===== src/rtl/selfclk_readout.sv =====
module selfclk_readout #(
  parameter int FRAME   = 24,
  parameter int DLY_INT = 600,
  parameter int DLY_EXT = 180,
  parameter int HALF    = 4
) (
  input  logic             clk,
  input  logic             rst_n,
  input  logic             cs_n,
  input  logic             sdi,
  input  logic             clk_src_ext,
  input  logic             conv_done,
  input  logic [FRAME-2:0] conv_data,
  output logic             sck,
  output logic             sdo,
  output logic             sdo_oe,
  output logic             conv_start,
  output logic [FRAME-1:0] cfg_word,
  output logic             cfg_valid
);
  localparam int DMAX = (DLY_INT > DLY_EXT) ? DLY_INT : DLY_EXT;
  localparam int CW   = $clog2(DMAX + 1);
  localparam int HW   = $clog2(HALF + 1);
  localparam int BW   = $clog2(FRAME + 1);

  typedef enum logic [1:0] {S_IDLE, S_WAIT, S_SHIFT, S_DONE} st_t;

  st_t             state;
  logic            csn_q, busy;
  logic [CW-1:0]   dcnt;
  logic [HW-1:0]   hcnt;
  logic [BW-1:0]   nfall;
  logic [FRAME-2:0] res;
  logic [FRAME-1:0] sreg, cfg_sh;
  logic [CW-1:0]   dly_ld;

  assign dly_ld = clk_src_ext ? CW'(DLY_EXT - 1) : CW'(DLY_INT - 1);
  assign sdo_oe = (state != S_IDLE);
  assign sdo    = (state == S_SHIFT) ? sreg[FRAME-1] : busy;

  always_ff @(posedge clk or negedge rst_n) begin
    if (!rst_n) begin
      state      <= S_IDLE;
      csn_q      <= 1'b1;
      busy       <= 1'b0;
      dcnt       <= '0;
      hcnt       <= '0;
      nfall      <= '0;
      res        <= '0;
      sreg       <= '0;
      cfg_sh     <= '0;
      cfg_word   <= '0;
      cfg_valid  <= 1'b0;
      conv_start <= 1'b0;
      sck        <= 1'b0;
    end else begin
      csn_q      <= cs_n;
      conv_start <= 1'b0;
      cfg_valid  <= 1'b0;
      if (conv_done && busy) begin
        res  <= conv_data;
        busy <= 1'b0;
      end
      case (state)
        S_IDLE: begin
          sck  <= 1'b0;
          dcnt <= dly_ld;
          if (!csn_q) state <= S_WAIT;
        end
        S_WAIT: begin
          if (csn_q) state <= S_IDLE;
          else if (busy) dcnt <= dly_ld;
          else if (dcnt == '0) begin
            state  <= S_SHIFT;
            sck    <= 1'b1;
            sreg   <= {1'b0, res};
            cfg_sh <= {cfg_sh[FRAME-2:0], sdi};
            hcnt   <= HW'(HALF - 1);
            nfall  <= '0;
          end else dcnt <= dcnt - 1'b1;
        end
        S_SHIFT: begin
          if (csn_q) begin
            state <= S_IDLE;
            sck   <= 1'b0;
          end else if (hcnt != '0) hcnt <= hcnt - 1'b1;
          else begin
            hcnt <= HW'(HALF - 1);
            sck  <= ~sck;
            if (sck) begin
              if (nfall == BW'(FRAME - 1)) begin
                state      <= S_DONE;
                busy       <= 1'b1;
                conv_start <= 1'b1;
                cfg_word   <= cfg_sh;
                cfg_valid  <= 1'b1;
              end else begin
                sreg  <= {sreg[FRAME-2:0], 1'b0};
                nfall <= nfall + 1'b1;
              end
            end else cfg_sh <= {cfg_sh[FRAME-2:0], sdi};
          end
        end
        default: begin
          sck <= 1'b0;
          if (csn_q) state <= S_IDLE;
        end
      endcase
    end
  end


  hiz_when_deselected_chk: assert property (@(posedge clk) disable iff (!rst_n)
    csn_q |=> !sdo_oe);


  start_sets_busy_chk: assert property (@(posedge clk) disable iff (!rst_n)
    conv_start |-> sdo);


  cfg_with_start_chk: assert property (@(posedge clk) disable iff (!rst_n)
    cfg_valid |-> conv_start);


  no_sck_while_busy_chk: assert property (@(posedge clk) disable iff (!rst_n)
    $rose(sck) |-> !busy);


  sdo_moves_on_fall_chk: assert property (@(posedge clk) disable iff (!rst_n)
    (state == S_SHIFT && $past(state) == S_SHIFT && !$fell(sck)) |-> $stable(sdo));
endmodule


===== config.mk =====
export PLATFORM = sky130hd
export DESIGN_NAME = selfclk_readout
export DESIGN_NICKNAME = d
export VERILOG_FILES = /design/src/rtl/selfclk_readout.sv
export SDC_FILE = /design/constraint.sdc
export NUM_CORES = 1
export LEC_CHECK = 0
export ABC_AREA = 0
export CORE_MARGIN = 1
export CORE_UTILIZATION = 55
export CTS_BUF_LIST = sky130_fd_sc_hd__clkbuf_8
export CTS_CLUSTER_DIAMETER = 60
export DETAILED_ROUTE_END_ITERATION = 7
export DONT_BUFFER_PORTS = 1
export PLACE_DENSITY = 0.75
export SLEW_MARGIN = 10
export SYNTH_ARGS = -nofsm -noshare
export SYNTH_HDL_FRONTEND = slang
export SYNTH_SLANG_ARGS = --single-unit

===== constraint.sdc =====
create_clock -name clk -period 2.4 [get_ports clk]
set_input_delay 0.48 -clock clk [delete_from_list [all_inputs] [get_ports clk]]
set_output_delay 0.48 -clock clk [all_outputs]
set_load 0.1 [all_outputs]

==> reports/results.tsv <==
stage	metric	value	unit
synthesis	synthArstFlopShare	1.000	
clocking	cts_buffer_depth	2	
critical_path	r2r_end	sck	
final_layout	finalNonFillerCells	607	
critical_path	cp.required	1.92	ns
sta	clock_skew	0.01486	ns
floorplanning	die_area	10420	um2
sta	layout_setup_ws	0.08178	ns
sta	fmax	431.4	MHz
route	drtAntennaViolNets	0	
power_and_ir_drop	pwr-share-clk	0.295	
critical_path	path_class	reg2out	
floorplanning	ioPinCount	58	
sta	layout_worst_path_cycle_share	0.9659	
sta	slew_viol_final	0	
power_and_ir_drop	cellPowerDensity	834.3	nW/um2
synthesis	ys_types	57	
sta	slew-limit-headroom	0.3767	
sta	worst_slew_pin_slew	0.9350	ns
final_layout	layout.nets	497	
clocking	cts_tree	yes	
grt	grt_pass1_vias	3637	
sta	layout_min_cycle_time	2.318	ns
critical_path	start_kind	register	
grt	grtUsageTotal	0.2261	
power_and_ir_drop	p_sw	1.737	mW
power_and_ir_drop	power_leakage	2.809	nW
critical_path	r2r_cells	6	
route	drtIter0Drc	212	
power_and_ir_drop	intPower	3.354	mW
power_and_ir_drop	power_frac_comb	0.255	
grt	antenna_found_initial	1	
power_and_ir_drop	switching_share	0.3413	
floorplanning	core_area	9729	um2
sta	setup_viol	0	
critical_path	crit_path_end	sdo	
clocking	ctsHtreeMaxLevel	4	
grt	grt_max_degree	120	
run_status	status	finished with violations	
flow_run	drv_cap	0	
power_and_ir_drop	fin_total_pwr	5.091	mW
floorplanning	initial_utilization	0.5660	
critical_path	r2r_start	dcnt[0]	
clocking	path_clk_slew	0.07	ns
placed_design	place_inst	573	
synthesis	synth.top_cells.by_area	dfrtp_1 54%, mux2_2 15%, o2bb2ai_1 4.0%	
final_layout	area_growth	10.82	%
sta	hold_viol_final	119	
synthesis	synth.avg_cell_area	12.35	um2
synthesis	synth-edff-count	0	
sta	rsz0062_at_grt	no	
floorplanning	die_h	102.1	um
placed_design	dpl.hpwl	6.866	mm
grt	grt_pass1_wl	17.62	mm
clocking	cts_sinks	119	
floorplanning	die_x	102.1	um
synthesis	yosys.cell_count.top_type	dfrtp_1	
route	route.detailed.drc	0	
run_status	violations	negative hold slack	
route	wl	10.65	mm
placed_design	portBuffers	0	
critical_path	cp_max_fo	18	
critical_path	reg2reg_slack	0.11	ns
clocking	cts_buffers	17	
synthesis	synthTopCellsByCount	118 x dfrtp_1, 73 x mux2_2, 34 x nand2_1, 25 x o2bb2ai_1, 23 x a2bb2oi_1	
synthesis	synth_seq_area_share	0.5410	
final_layout	fill_cells	755	
power_and_ir_drop	pwr-share-seq	0.449	
synthesis	netlist.area_leader.share	0.5362	
route	wl_per_cell	17.54	um
synthesis	ys_seq_elements	119	
final_layout	drive_gt1_frac	0.3023	
synthesis	synth_cells	446	
placed_design	gp_congestion	0.8279	
critical_path	cp_data_arrival_time	1.84	ns
clocking	root_buffer	clkbuf_8	
sta	fin_tns_setup	0	ns
sta	whs	-0.2617	ns
route	firstDrtPassIters	4	
route	via_per_inst	5.960	
clocking	insertion_delay	0.43	ns
power_and_ir_drop	vdd_drop_max	0.0004588	V
synthesis	mappedNetlistArea	5507	um2
synthesis	ys.flop_type	dfrtp_1	
route	vias	3618	
synthesis	ys_warn_count	0	
critical_path	critPathCaptureType	output port	
worst_hold_path	hold_path_class	in2async	
grt	grt_overflow	0	
placed_design	dp_slack	0.06254	ns
synthesis	yosysTopAreaCell	dfrtp_1	
critical_path	crit_start	state[0]	
floorplanning	rows	36	
synthesis	syn-num-nets	483	
[cell type report]
| class | instances | area [um2] | area share |
|---|---|---|---|
| inverter | 12 | 45.04 | 0.007382 |
| clock buffer | 19 | 261.5 | 0.04285 |
| multi-input combinational | 287 | 2361 | 0.3869 |
| timing repair buffer | 23 | 212.7 | 0.03486 |
| antenna | 1 | 2.502 | 0.0004101 |
| tap | 133 | 166.4 | 0.02727 |
| sequential | 119 | 2983 | 0.4888 |
| clock inverter | 13 | 70.07 | 0.01148 |
[routing by layer]
metal	wire (um)	global-route usage	up-vias
met5	0	0	-
met1	4742	0.2842	1825
li1	-	-	1692
met4	182	0.1011	0
met3	637	0.08960	12
met2	5083	0.3464	89
[timing repair]
item | CTS | global route
setup endpoints to repair | 1 | 29
pin swaps | 0 | 0
buffers inserted | 0 | 0
hold endpoints to repair | 119 | 120
resized for setup | 5 | 7
[worst min-delay path by stage]
| stage | from | cells past startpoint | endpoint | slack, ns |
|---|---|---|---|---|
| 3_3_place_gp | rst_n | 0 | dcnt[7] | 0.19 |
| 4_1_cts | rst_n | 0 | dcnt[7] | -0.29 |
| 6_report | rst_n | 0 | dcnt[5] | -0.26 |
| 5_1_grt | rst_n | 0 | cfg_sh[12] | -0.31 |
| 2_1_floorplan | rst_n | 0 | busy | 0.18 |
| 3_5_place_dp | rst_n | 0 | dcnt[7] | 0.19 |
[layout by cell type (no fill, tap or decap), drive strengths merged, types with 2 or more instances in the layout]
master / netlist / routed
dfrtp: 118 / 118
mux2: 73 / 73
nand2: 35 / 35
o2bb2ai: 25 / 25
a2bb2oi: 23 / 23
buf: 16 / 22
clkbuf: 12 / 19
inv: 12 / 18
o21ai: 18 / 18
nor2: 12 / 12
nand3: 11 / 11
a21oi: 9 / 9
o211ai: 8 / 8
ha: 8 / 8
nor3: 6 / 6
nor4: 5 / 5
clkinv: 0 / 5
nor2b: 4 / 4
nand2b: 4 / 4
or3: 4 / 4
a31oi: 4 / 4
o31ai: 4 / 4
o31a: 3 / 3
mux2i: 3 / 3
a41oi: 3 / 3
nand4b: 2 / 2
or2: 2 / 2
nand4: 2 / 2
clkinvlp: 0 / 2
or4b: 2 / 2
[critical path, stage by stage (launching register included)]
cell     delay [ns]
dfrtp_2        0.44
inv_2          0.09
ha_4           0.17
buf_12         0.15
mux2_2         0.38
buf_12         0.18
[cells by family (layout without fill, tap and decap cells)]
logic type               count (synthesis)  count (layout)  synth area share
flip-flops                             119             119            0.5410
AND/OR/NAND/NOR                         95              95           0.09361
buffers and inverters                   40              67           0.03976
other                                    0               1                 0
AO/OA/AOI/OAI                          108             108            0.1527
multiplexers                            76              76            0.1547
adder cells (fa/ha/maj)                  8               8           0.01818
[through the flow]
| stage | utilization | area (um2) |
|---|---|---|
| after detailed placement | 0.5865 | 5707 |
| after CTS | 0.6227 | 6058 |
| final | 0.6272 | 6102 |
| after floorplan | - | 5508 |
| after global placement | 0.5865 | 5707 |
| after global routing | 0.6272 | 6102 |
[power groups by stage]
stage	logic, mW	clock network (mW)	registers, mW
after floorplan	0.972	0	2.29
after global placement	1.22	0	2.30
after detailed placement	1.26	0	2.31
after CTS	1.28	1.55	2.28
after global routing	1.45	1.65	2.31
final	1.30	1.50	2.29
[registers in the layout, summed over array words and instances (netlist names)]
register and cells:
res 23, sreg 24, state 2, cfg_word 24, nfall 5, sck 1, hcnt 3, cfg_valid 1
csn_q 1, dcnt 10, busy 1, cfg_sh 24
No activity file was read; power rests on OpenSTA's default activity.
